## src/rtl/retire_pkg.sv

```systemverilog
package retire_pkg;

  typedef enum logic [1:0] {
    CMD_NONE  = 2'b00,
    CMD_CHECK = 2'b01,
    CMD_GRAD  = 2'b10,
    CMD_RSVD  = 2'b11
  } cmd_e;

  typedef struct packed {
    logic ok;
    logic err;
    logic squash;
    logic retire;
    logic ns_clr;
    logic fault_rec;
  } verdict_t;

endpackage

```

## src/rtl/retire_epoch.sv

```systemverilog
module retire_epoch #(
  parameter int EP_W = 16
) (
  input  logic            clk,
  input  logic            rst_n,
  input  logic            strobe,
  output logic [EP_W-1:0] epoch
);

  logic [EP_W-1:0] cnt_q;

  always_ff @(posedge clk or negedge rst_n) begin
    if (!rst_n)      cnt_q <= '0;
    else if (strobe) cnt_q <= cnt_q + 1'b1;
  end

  assign epoch = cnt_q;

endmodule

```

## src/rtl/retire_thread_slot.sv

```systemverilog
module retire_thread_slot #(
  parameter int SEQ_W = 16,
  parameter int EP_W  = 16
) (
  input  logic             clk,
  input  logic             rst_n,
  input  logic [EP_W-1:0]  epoch,
  input  logic             set_en,
  input  logic [SEQ_W-1:0] set_seq,
  input  logic             clr_en,
  input  logic             fault_en,
  output logic             active,
  output logic [SEQ_W-1:0] blk_seq,
  output logic             ns_hit,
  output logic             fault_hit
);

  logic             active_q;
  logic [SEQ_W-1:0] seq_q;
  logic             ns_vld_q, ft_vld_q;
  logic [EP_W-1:0]  ns_ep_q, ft_ep_q;

  always_ff @(posedge clk or negedge rst_n) begin
    if (!rst_n) begin
      active_q <= 1'b0;
      seq_q    <= '0;
    end else if (set_en) begin
      active_q <= 1'b1;
      seq_q    <= set_seq;
    end else if (clr_en) begin
      active_q <= 1'b0;
    end
  end

  // Stamps carry a valid bit so that epoch 0 after reset is not a hit.
  always_ff @(posedge clk or negedge rst_n) begin
    if (!rst_n) begin
      ns_vld_q <= 1'b0;
      ns_ep_q  <= '0;
      ft_vld_q <= 1'b0;
      ft_ep_q  <= '0;
    end else begin
      if (clr_en) begin
        ns_vld_q <= 1'b1;
        ns_ep_q  <= epoch;
      end
      if (fault_en) begin
        ft_vld_q <= 1'b1;
        ft_ep_q  <= epoch;
      end
    end
  end

  assign active    = active_q;
  assign blk_seq   = seq_q;
  assign ns_hit    = ns_vld_q && (ns_ep_q == epoch);
  assign fault_hit = ft_vld_q && (ft_ep_q == epoch);

  assert_clear_R10: assert property (@(posedge clk) disable iff (!rst_n)
    (clr_en && !set_en) |=> !active);

  assert_set_wins_R11: assert property (@(posedge clk) disable iff (!rst_n)
    set_en |=> (active && blk_seq == $past(set_seq)));

endmodule

```

## src/rtl/retire_decide.sv

```systemverilog
module retire_decide
  import retire_pkg::*;
(
  input  logic     tid_ok,
  input  logic     ns_hit,
  input  logic     trap,
  input  cmd_e     cmd,
  input  logic     fault,
  input  logic     nonspec,
  output verdict_t v
);

  always_comb begin
    v = '0;
    if (!tid_ok) begin
      v.err = 1'b1;
    end else if (ns_hit || trap) begin
      v = '0;
    end else begin
      unique case (cmd)
        CMD_CHECK: begin
          if (fault) begin
            v.squash    = 1'b1;
            v.fault_rec = 1'b1;
          end else begin
            v.ok = 1'b1;
          end
        end
        CMD_GRAD: begin
          v.ok     = 1'b1;
          v.retire = 1'b1;
          v.ns_clr = nonspec;
        end
        default: v.err = 1'b1;
      endcase
    end
  end

endmodule

```

## src/rtl/retire_ctrl.sv

```systemverilog
module retire_ctrl
  import retire_pkg::*;
#(
  parameter int NTHREADS = 4,
  parameter int TID_W    = 3,
  parameter int SEQ_W    = 16,
  parameter int STG_W    = 3,
  parameter int FC_W     = 4,
  parameter int EP_W     = 16
) (
  input  logic                      clk,
  input  logic                      rst_n,
  input  logic                      cyc_strobe,
  input  logic                      req_valid,
  output logic                      req_ready,
  input  logic [TID_W-1:0]          req_tid,
  input  logic [SEQ_W-1:0]          req_seq,
  input  logic [1:0]                req_cmd,
  input  logic                      req_fault,
  input  logic [FC_W-1:0]           req_fault_code,
  input  logic                      req_nonspec,
  input  logic [STG_W-1:0]          req_stage,
  input  logic [NTHREADS-1:0]       trap_pending,
  input  logic                      ns_set_valid,
  input  logic [TID_W-1:0]          ns_set_tid,
  input  logic [SEQ_W-1:0]          ns_set_seq,
  output logic                      rsp_done,
  output logic                      rsp_ok,
  output logic                      rsp_err,
  output logic                      sq_valid,
  output logic [TID_W-1:0]          sq_tid,
  output logic [SEQ_W-1:0]          sq_seq,
  output logic [STG_W-1:0]          sq_stage,
  output logic [FC_W-1:0]           sq_code,
  output logic                      ret_valid,
  output logic [TID_W-1:0]          ret_tid,
  output logic [SEQ_W-1:0]          ret_seq,
  output logic [NTHREADS-1:0]       ns_active,
  output logic [NTHREADS*SEQ_W-1:0] ns_block_seq,
  output logic [NTHREADS-1:0]       fault_seen
);

  localparam int IDX_W = (NTHREADS > 1) ? $clog2(NTHREADS) : 1;

  logic                ready_q;
  logic                accept;
  logic                tid_ok, set_ok;
  logic [IDX_W-1:0]    idx;
  logic [EP_W-1:0]     epoch;
  logic [NTHREADS-1:0] ns_hit_vec;
  verdict_t            v;

  assign req_ready = ready_q;
  assign accept    = req_valid && ready_q;
  assign tid_ok    = int'(req_tid) < NTHREADS;
  assign set_ok    = int'(ns_set_tid) < NTHREADS;
  assign idx       = req_tid[IDX_W-1:0];

  always_ff @(posedge clk or negedge rst_n) begin
    if (!rst_n) ready_q <= 1'b0;
    else        ready_q <= 1'b1;
  end

  retire_epoch #(.EP_W(EP_W)) u_epoch (
    .clk    (clk),
    .rst_n  (rst_n),
    .strobe (cyc_strobe),
    .epoch  (epoch)
  );

  for (genvar t = 0; t < NTHREADS; t++) begin : g_thr
    logic hit_me;
    assign hit_me = accept && tid_ok && (idx == IDX_W'(t));

    retire_thread_slot #(.SEQ_W(SEQ_W), .EP_W(EP_W)) u_slot (
      .clk       (clk),
      .rst_n     (rst_n),
      .epoch     (epoch),
      .set_en    (ns_set_valid && set_ok && (ns_set_tid == TID_W'(t))),
      .set_seq   (ns_set_seq),
      .clr_en    (hit_me && v.ns_clr),
      .fault_en  (hit_me && v.fault_rec),
      .active    (ns_active[t]),
      .blk_seq   (ns_block_seq[t*SEQ_W +: SEQ_W]),
      .ns_hit    (ns_hit_vec[t]),
      .fault_hit (fault_seen[t])
    );
  end

  retire_decide u_decide (
    .tid_ok  (tid_ok),
    .ns_hit  (tid_ok ? ns_hit_vec[idx] : 1'b0),
    .trap    (tid_ok ? trap_pending[idx] : 1'b0),
    .cmd     (cmd_e'(req_cmd)),
    .fault   (req_fault),
    .nonspec (req_nonspec),
    .v       (v)
  );

  always_ff @(posedge clk or negedge rst_n) begin
    if (!rst_n) begin
      rsp_done  <= 1'b0;
      rsp_ok    <= 1'b0;
      rsp_err   <= 1'b0;
      sq_valid  <= 1'b0;
      ret_valid <= 1'b0;
    end else begin
      rsp_done  <= accept;
      rsp_ok    <= accept && v.ok;
      rsp_err   <= accept && v.err;
      sq_valid  <= accept && v.squash;
      ret_valid <= accept && v.retire;
    end
  end

  always_ff @(posedge clk or negedge rst_n) begin
    if (!rst_n) begin
      sq_tid   <= '0;
      sq_seq   <= '0;
      sq_stage <= '0;
      sq_code  <= '0;
      ret_tid  <= '0;
      ret_seq  <= '0;
    end else if (accept) begin
      sq_tid   <= req_tid;
      sq_seq   <= req_seq;
      sq_stage <= req_stage;
      sq_code  <= req_fault_code;
      ret_tid  <= req_tid;
      ret_seq  <= req_seq;
    end
  end

  assert_quiet_in_reset_R1: assert property (@(posedge clk)
    !rst_n |-> (!req_ready && !rsp_done && !sq_valid && !ret_valid));

  assert_resp_next_R2: assert property (@(posedge clk) disable iff (!rst_n)
    (req_valid && req_ready) |=> rsp_done);

  assert_no_spurious_resp_R2: assert property (@(posedge clk) disable iff (!rst_n)
    !(req_valid && req_ready) |=> !rsp_done);

  assert_err_fails_R3: assert property (@(posedge clk) disable iff (!rst_n)
    rsp_err |-> (rsp_done && !rsp_ok && !sq_valid && !ret_valid));

  assert_trap_blocks_R5: assert property (@(posedge clk) disable iff (!rst_n)
    (req_valid && req_ready && tid_ok && trap_pending[idx]) |=>
      (!ret_valid && !sq_valid && !rsp_ok));

  assert_squash_fails_R7: assert property (@(posedge clk) disable iff (!rst_n)
    sq_valid |-> (rsp_done && !rsp_ok && !ret_valid));

  assert_retire_ok_R9: assert property (@(posedge clk) disable iff (!rst_n)
    ret_valid |-> (rsp_done && rsp_ok));

endmodule

```

## config.mk

```make
export PLATFORM = sky130hd
export DESIGN_NAME = retire_ctrl
export DESIGN_NICKNAME = d
export VERILOG_FILES = /design/src/rtl/retire_pkg.sv /design/src/rtl/retire_epoch.sv /design/src/rtl/retire_thread_slot.sv /design/src/rtl/retire_decide.sv /design/src/rtl/retire_ctrl.sv
export SDC_FILE = /design/constraint.sdc
export NUM_CORES = 1
export LEC_CHECK = 0
export BUFFER_PORTS_ARGS = -buffer_cell sky130_fd_sc_hd__buf_2
export CAP_MARGIN = 15
export CORE_UTILIZATION = 57
export DETAILED_ROUTE_END_ITERATION = 8
export PLACE_DENSITY = 0.83
export SETUP_SLACK_MARGIN = 0.02
export SLEW_MARGIN = 10
export SYNTH_ARGS = -nofsm -noshare
export SYNTH_HDL_FRONTEND = slang
export SYNTH_SLANG_ARGS = --single-unit
```

## constraint.sdc

```tcl
create_clock -name clk -period 3 [get_ports clk]
set_clock_uncertainty 0.05 [all_clocks]
set_input_delay 0.3 -clock clk [delete_from_list [all_inputs] [get_ports clk]]
set_output_delay 0.3 -clock clk [all_outputs]
set_load 0.005 [all_outputs]
```

After elaboration in Yosys (flattened, before gate mapping)
Index checks and enable logic that the tools add are counted.

storage, ports and cells
  flip-flop bits (word level) = 252

cells by class
  $add $sub $neg = 1
  $lt $le $gt $ge = 3
  equality and inequality tests = 16
  muxes and demuxes = 24
  reduce and logical (&&, ||, !) cells = 39

operator list
  cell                     count
  $eq A16 B16 Y1           8
  $logic_and A1 B1 Y1      31
  $mux W1                  18
  $add A16 B1 Y16 const B  1
  $reduce_bool A2 Y1       4
  $eq A2 B2 Y1 const B     3
  $eq A3 B2 Y1 const B     2
  $lt A3 B3 Y1 const B     2
  $mux W6                  1
  $bmux W1 S2              2
  $eq A2 B1 Y1 const B     2
  $mux W4                  1
  $eq A3 B1 Y1 const B     1
  $logic_not A3 Y1         1
  $lt A2 B3 Y1 const B     1
  $logic_not A2 Y1         1
  $mux W2                  1
  $pmux W1 S2              1
  $reduce_or A2 Y1         1
  $logic_or A1 B1 Y1       1

Depth between registers and ports, before layout
Gate-level depths: netlist (run 1).

  depth after elaboration = 11
  mapped depth = 9

Hierarchy
Synthesis (run 1) repeated with hierarchy kept, for this count alone.

unflattened totals
  cell total of the unflattened synthesis = 791
  area total of the unflattened synthesis = 11,199.5 um^2

modules (own cells, without submodules)
  module              times used  cells an instance  area each (um^2)
  retire_thread_slot  4           153                2,233.4
  retire_ctrl         1           110                1,470.2
  retire_epoch        1           56                 695.7
  retire_decide       1           13                 100.1

Worst setup path before layout (run 1)
No wires, ideal clock.

  path type = flip-flop to flip-flop
  start = register u_epoch.cnt_q[13], in the netlist u_epoch.epoch[13]
  end = register g_thr[2].u_slot.ft_ep_q[10]
  setup time = 0.125 ns
  arrival time = 2.249 ns
  required time = 2.825 ns
  slack = 0.577 ns
  cell stages (with the launch flop) = 10
  path buffers = 3
  clock period less this slack = 2.423 ns
  path through = dfrtp_1 buf_6 xor2_1 nor4_1 nand4_1 nor3_4 nand4bb_1 buf_4 buf_6 mux2_2

between the ends
  longest elaborated chain between the ends = 9
  elaborated cells between the ends (all ways) = 15
  classes of those cells = eq/ne: 4; mux: 5; reduce/logical: 6

ends and longest elaborated chain
  what                             line                      source
  start, declared                  retire_epoch.sv:10        logic [EP_W-1:0] cnt_q;
  start signal, assigned           retire_epoch.sv:14        else if (strobe) cnt_q <= cnt_q + 1'b1;
  $eq A16 B16 Y1                   retire_thread_slot.sv:56  assign ns_hit = ns_vld_q && (ns_ep_q == epoch);
  $logic_and A1 B1 Y1              retire_thread_slot.sv:56
  $bmux W1 S2 *                    retire_ctrl.sv:92         .ns_hit (tid_ok ? ns_hit_vec[idx] : 1'b0),
  $mux W1 (not written as such) *  retire_ctrl.sv:92
  $mux W1 *                        retire_ctrl.sv:92
  $logic_or A1 B1 Y1 *             retire_decide.sv:17       end else if (ns_hit || trap) begin
  $mux W6 *                        retire_decide.sv:17
  $mux W4 *                        retire_decide.sv:15       if (!tid_ok) begin
  $logic_and A1 B1 Y1 *            retire_ctrl.sv:82         .fault_en (hit_me && v.fault_rec),
  end signal, assigned             retire_thread_slot.sv:49  ft_ep_q <= epoch;
  end, declared                    retire_thread_slot.sv:21  logic [EP_W-1:0] ns_ep_q, ft_ep_q;

Mark *: on every way between the ends. The rest lies on a longest branch, timed or not. The select of a mux whose other input is x is not followed.
A chain may end at the register's enable or synchronous reset.

Final worst setup path (run 1)
  start = register u_epoch.cnt_q[13], in the netlist u_epoch.epoch[13]
  end = register g_thr[2].u_slot.ft_ep_q[1]

Same word-level chain as after synthesis.

==> flow_summary.yaml, run 1 <==
setup_path:
  reg2reg_from: "u_epoch.epoch[13]"
  worstSetupStartpointType: "flop"
  critical_path_class: "flop to flop"
  worst_path_dominant_cell_family: "simple AND/OR/NAND/NOR gates"
  path_cells: "xor2_1 -> nor4_1 -> nand4_1 -> nor3_4 -> buf_4 -> nand4bb_1 -> buf_12 -> mux2_2"
  critical_path.max_fanout: 17
  crit_buf_inv: 2
  worst_setup_path_end_kind: "flop"
  timing.rr.end: "g_thr[2].u_slot.ft_ep_q[1]"
  cp.arrival_ns: 3.23
  r2r_cells: 8
  slowest_stage: "dfrtp_1"
  crit_path_max_incr_delay_ns: 0.51
  crit_required_ns: 3.36
  ff2ff_setup_slack_ns: 0.12
grt:
  overflow: 0
  grt_pass1_wl_um: 41500
  groute.usage.overall_pct: 26.3
  grt_max_degree: 87
  grt_pass1_vias: 7753
  antenna_found_initial: 0
placed_design:
  hpwl_um: 16900
  io_buffers: 180
  dpl_cell_area_um2: 12600
  place_congestion: 0.857
  dp.cells: 1247
sta:
  period_share_pct: 95.9
  setup-violations-final: 0
  rsz0062_at_grt: "no"
  slew_headroom_pct: 29.3
  tightest_slew_ns: 1.05
  final_max_slew_viol_count: 0
  max_freq_mhz: 347
  fin_crit_ns: 2.88
  fin_setup_tns_ns: 0
  hold_viol: 0
clock_network:
  clock_sinks: 252
  cts_tree: "built"
  cts_root_buf: "clkbuf_16"
  clk_pin_slew_ns: 0.06
  htreeDepth: 1
  worstSkewPairLatency_ns: 0.54
  cts_buffers: 27
  cts_buffer_depth: 3
worst_hold_path:
  min_from: "cyc_strobe"
  hold_path.class: "primary input to flop"
  min_path_cells: 2
  min_to: "u_epoch.epoch[0]"
routing:
  ant_nets: 0
  wirelength_um: 26500
  via_count: 7279
  drc: 0
  drt_iter0_drc: 354
  wl_per_cell_um: 19.8
  avgViaCountPerCell: 5.43
  dr.pass1.iters: 4
synthesis:
  async_flop_share_pct: 100
  synth-seq-cells: 252
  synth-main-ff-cell: "dfrtp_1"
  netlist_area_um2: 11400
  ys_seq_area_share_pct: 55.2
  synth-edff-count: 0
  synth_area_leaders: "dfrtp_1, mux2_2, xnor2_1"
  ys_warn_count: 0
  synth_top_area_cell: "dfrtp_1"
  post-synth-top-count-cell: "dfrtp_1"
  synthTopCellsByCount: "dfrtp_1, mux2_2, xnor2_1, xor2_1, buf_4"
  netlist.area_leader.share_pct: 55.2
  synthDistinctLibCells: 46
  synthCells: 834
  syn_avg_cell_area_um2: 13.7
  syn_nets: 895
finish:
  final_nets: 1115
  final_layout_size_suffix_gt1_share_pct: 47.4
  area_growth_pct: 22.5
  diodes: 0
  instances_no_fill: 1340
  final_cell_area_um2: 14000
  fillers: 1255
floorplanning:
  die_w_um: 144
  io_pins: 181
  rows: 51
  die-area_um2: 20600
  coreArea_um2: 19600
  start_util_pct: 58.4
  chipHeight_um: 144
pwr:
  leakagePower_nw: 6.90
  p_total_mw: 9.36
  pwr_density_cell_nw_per_um2: 668
  ir_drop_mv: 0.567
run:
  drv_cap: 0
outcome:
  outcome: "finished clean"
[how the worst max path moves through the flow]
stage,end,from,cells after the start
global placement,g_thr[3].u_slot.ns_ep_q[3],req_tid[1],7
CTS,g_thr[3].u_slot.ns_ep_q[9],u_epoch.epoch[5],7
finish,g_thr[2].u_slot.ft_ep_q[1],u_epoch.epoch[13],8
floorplan,g_thr[2].u_slot.ft_ep_q[10],u_epoch.epoch[13],9
global route,g_thr[2].u_slot.ft_ep_q[10],u_epoch.epoch[13],8
detailed placement,g_thr[3].u_slot.ns_ep_q[9],u_epoch.epoch[10],7
[metrics by stage]
step,worst slack (ns),util [%],hold slack [ns]
final,0.122,71.5,0.0328
after global routing,0.0733,71.5,0.0341
after CTS,0.0501,71.4,0.0206
after detailed placement,0.0689,64.6,0.318
after global placement,0.171,64.6,0.309
after floorplan,0.577,-,-0.0456
[registers in the layout, summed over array words and instances, names as in the netlist, 4 cells and up]
name                   cells
ret_seq                   16
g_thr.u_slot.ns_ep_q      64
g_thr.u_slot.active        4
sq_code                    4
g_thr.u_slot.ft_ep_q      64
g_thr.u_slot.ft_vld_q      4
g_thr.u_slot.ns_vld_q      4
u_epoch.epoch             16
g_thr.u_slot.blk_seq      64
[kinds of logic after synthesis]
logic type	after synthesis	share of synthesized area, %
flops	252	55.2
simple gates	118	6.50
compound gates	11	0.657
mux	220	21.9
other cells	1	0.0328
buf+inv	86	4.45
xor+xnor	143	11.0
fa+ha+maj	3	0.328
[final cells by class]
| type | count | area (µm²) | area share (%) |
|---|---|---|---|
| inverters | 7 | 26.3 | 0.188 |
| repair buffers | 270 | 1750 | 12.5 |
| clock buffers | 41 | 808 | 5.77 |
| well taps | 265 | 332 | 2.37 |
| multi-input cells | 496 | 4660 | 33.3 |
| flip-flops and latches | 252 | 6310 | 45.0 |
| clock inverters | 9 | 124 | 0.884 |
[per-layer routing]
metal  track usage, %  share of wire [%]
met2             43.2                 49
met1             34.0                 41
met3             6.00                6.6
met4             10.2                3.1
met5                0                  0
[power breakdown]
part / total (mW) / internal [mW] / leakage, nW / switching, mW
registers: 4.06 / 3.74 / 3.29 / 0.318
clock network: 3.45 / 2.11 / 0.464 / 1.34
logic: 1.85 / 0.926 / 3.14 / 0.926
total: 9.36 / 6.77 / 6.90 / 2.59
[placed cells by master, fill, tap and decap left out, types with 2 or more instances in the layout]
cell,netlist,routed
buf_4,34,44
nor4bb_4,0,2
nand2_1,23,23
o21bai_1,3,3
clkinv_2,0,5
ha_1,3,3
nand4_2,2,2
buf_12,1,5
nor4b_4,1,2
inv_1,6,6
nor2_1,10,10
clkbuf_8,0,8
nor2b_1,3,3
dfrtp_1,252,252
o21ai_0,3,3
nand4_1,25,25
dlygate4sd3_1,0,41
nand2b_1,3,3
and3_1,2,2
bufinv_16,0,3
nor3_1,6,6
xnor2_1,90,90
mux2_4,8,8
buf_2,16,179
or2_2,4,4
clkbuf_1,18,6
xor2_1,53,53
mux2_2,211,211
nor4_1,16,16
nand3_1,10,10
clkbuf_16,0,27
nor4_4,2,2
[repair_timing]
item,4_1_cts,5_1_grt
endpoints found under the setup margin,0,3
resized for setup,0,0
hold endpoints to repair,170,0
buffers inserted,0,2
hold buffers,41,0
(Power assumes the default switching activity.)
==> inputs of run 2 (changes only) <==
--- a/config.mk
+++ b/config.mk
@@ -5,7 +5,7 @@
 export SDC_FILE = /design/constraint.sdc
 export NUM_CORES = 1
 export LEC_CHECK = 0
-export BUFFER_PORTS_ARGS = -buffer_cell sky130_fd_sc_hd__buf_2
+export BUFFER_PORTS_ARGS = -buffer_cell sky130_fd_sc_hd__buf_4
 export CAP_MARGIN = 15
 export CORE_UTILIZATION = 57
 export DETAILED_ROUTE_END_ITERATION = 8
==> run 2 against run 1 <==
Effect of this change: largest power group unchanged; worst setup slack got worse by 0.015 ns; fmax fell by 0.51%; critical path depth fell by 1; die area did not move; final area rose by 1.6%; sequential share of layout area fell by 0.72 points; clock-buffer cell count fell by 3; global-route usage fell by 0.63 points; wire length fell by 4.1%; largest cell class unchanged; utilization rose by 1.2 points; cell count fell by 1.1%.
==> flow_summary.yaml, run 2 (synthesis results as in run 1) <==
outcome:
  outcome: "finished clean"
sta:
  fin_setup_tns_ns: 0
  period_share_pct: 96.4
  hold_viol: 0
  rsz0062_at_grt: "no"
  final_max_slew_viol_count: 0
  tightest_slew_ns: 1.03
  setup-violations-final: 0
  max_freq_mhz: 346
  whs_ns: 0.0292
  slew_headroom_pct: 31.0
  fin_crit_ns: 2.89
pwr:
  sw_frac_of_total_pct: 27.8
  comb_power_share_pct: 21.9
  ir_drop_mv: 0.462
  p_seq_share_pct: 44.2
  power.internal_mw: 6.63
  leakagePower_nw: 6.91
  pwr_density_cell_nw_per_um2: 646
  p_clk_share_pct: 34.0
  p_switching_mw: 2.56
clock_network:
  cts_tree: "built"
  cts_buffer_depth: 3
  clock_sinks: 252
  clk_pin_slew_ns: 0.06
  worstSkewPairLatency_ns: 0.54
  cts_root_buf: "clkbuf_16"
  cts_buffers: 26
  htreeDepth: 1
grt:
  grt_max_degree: 78
  groute.usage.overall_pct: 25.7
  antenna_found_initial: 0
  grt_pass1_wl_um: 40900
  grt_pass1_vias: 7727
  overflow: 0
finish:
  final_cell_mix: "dfrtp_1, buf_4, mux2_2, xnor2_1, xor2_1"
  diodes: 0
  fillers: 1244
  final_common_cell: "dfrtp_1"
  final_nets: 1104
  area_growth_pct: 24.5
  final_layout_size_suffix_gt1_share_pct: 46.7
routing:
  drc: 0
  drt_iter0_drc: 338
  dr.pass1.iters: 4
  wl_per_cell_um: 19.2
  wirelength_um: 25500
  ant_nets: 0
  avgViaCountPerCell: 5.43
  via_count: 7195
floorplanning:
  die_w_um: 144
  die-area_um2: 20600
  start_util_pct: 58.4
  rows: 51
  coreArea_um2: 19600
  chipHeight_um: 144
  io_pins: 181
setup_path:
  cp.arrival_ns: 3.25
  crit_required_ns: 3.36
  worstSetupStartpointType: "flop"
  worst_setup_path_end_kind: "flop"
  critical_path_class: "flop to flop"
  ff2ff_setup_slack_ns: 0.11
  critical_path.max_fanout: 17
worst_hold_path:
  hold_path.class: "primary input to flop"
run:
  drv_cap: 0
placed_design:
  io_buffers: 180
  place_congestion: 0.777
  hpwl_um: 16200
==> run 2: changes by cell type in the layout (fill, tap and decap cells not counted) <==
cell,previous run,this run
bufinv_16,3,1
buf_2,179,0
clkbuf_16,27,26
nor4_2,0,1
buf_12,5,1
dlygate4sd3_1,41,42
clkbuf_8,8,6
inv_6,1,0
buf_4,44,216
nor4_1,16,15
clkinv_8,0,1
==> run 2: path summary, 6_finish.rpt <==
| kind | from | endpoint | depth (start not counted) |
|---|---|---|---|
| worst max-delay path | u_epoch.epoch[7] | g_thr[3].u_slot.ft_ep_q[5] | 7 |
| worst min-delay path | req_cmd[1] | rsp_ok | 3 |
| worst max register to register | u_epoch.epoch[7] | g_thr[3].u_slot.ft_ep_q[5] | 7 |
| worst min register to register | g_thr[2].u_slot.ft_vld_q | g_thr[2].u_slot.ft_vld_q | 1 |
| max in group asynchronous | rst_n | u_epoch.epoch[1] | 3 |
| min in group asynchronous | rst_n | g_thr[3].u_slot.ft_ep_q[11] | 2 |
==> run 2: what timing repair did <==
item	4_1_cts	5_1_grt
hold buffers	42	0
resized for setup	0	1
setup endpoints to repair	0	19
setup buffers	0	2
hold endpoints to repair	163	0
==> run 2: worst max-delay path, stage by stage, from the launching register on <==
cell and delay [ns]:
dfrtp_1 0.51, xor2_1 0.22, nor4_1 0.47, nand4_1 0.29, or3_4 0.47, nand4_2 0.09
buf_4 0.27, mux2_2 0.38
==> run 2: final cells by class <==
cell class | instances | area (µm²) | share of cell area [%]
clock buffer | 38 | 756 | 5.31
sequential | 252 | 6310 | 44.3
clock inverter | 7 | 71.3 | 0.501
multi-input combinational | 496 | 4660 | 32.8
timing repair buffer | 260 | 2080 | 14.6
tap | 265 | 332 | 2.33
inverter | 7 | 26.3 | 0.185
==> run 2: power groups by stage <==
stage / clock (mW) / combinational [mW] / sequential (mW)
3_5_place_dp: 0 / 1.93 / 4.11
5_1_grt: 3.31 / 2.20 / 4.11
4_1_cts: 3.17 / 2.00 / 4.05
2_1_floorplan: 0 / 1.14 / 3.98
3_3_place_gp: 0 / 1.90 / 4.08
6_report: 3.12 / 2.01 / 4.06
==> run 2: layer usage <==
layer,vias to the layer above,track usage (%),routed length [µm]
met5,-,0,0
met4,0,6.94,498
met3,44,5.93,1610
met2,193,44.7,13100
met1,3698,32.1,10300
li1,3260,-,-
==> run 2: per-stage QoR <==
stage               setup slack [ns]  util, %  std cells  area [µm²]  total power, mW
finish                         0.107     72.6       1325       14200             9.19
global route                  0.0133     72.6       1325       14200             9.61
CTS                           0.0595     72.5       1323       14200             9.22
detailed placement            0.0848     66.2       1236       13000             6.04
global placement               0.185     66.2       1236       13000             5.98
floorplan                      0.577        -        834       11400             5.12
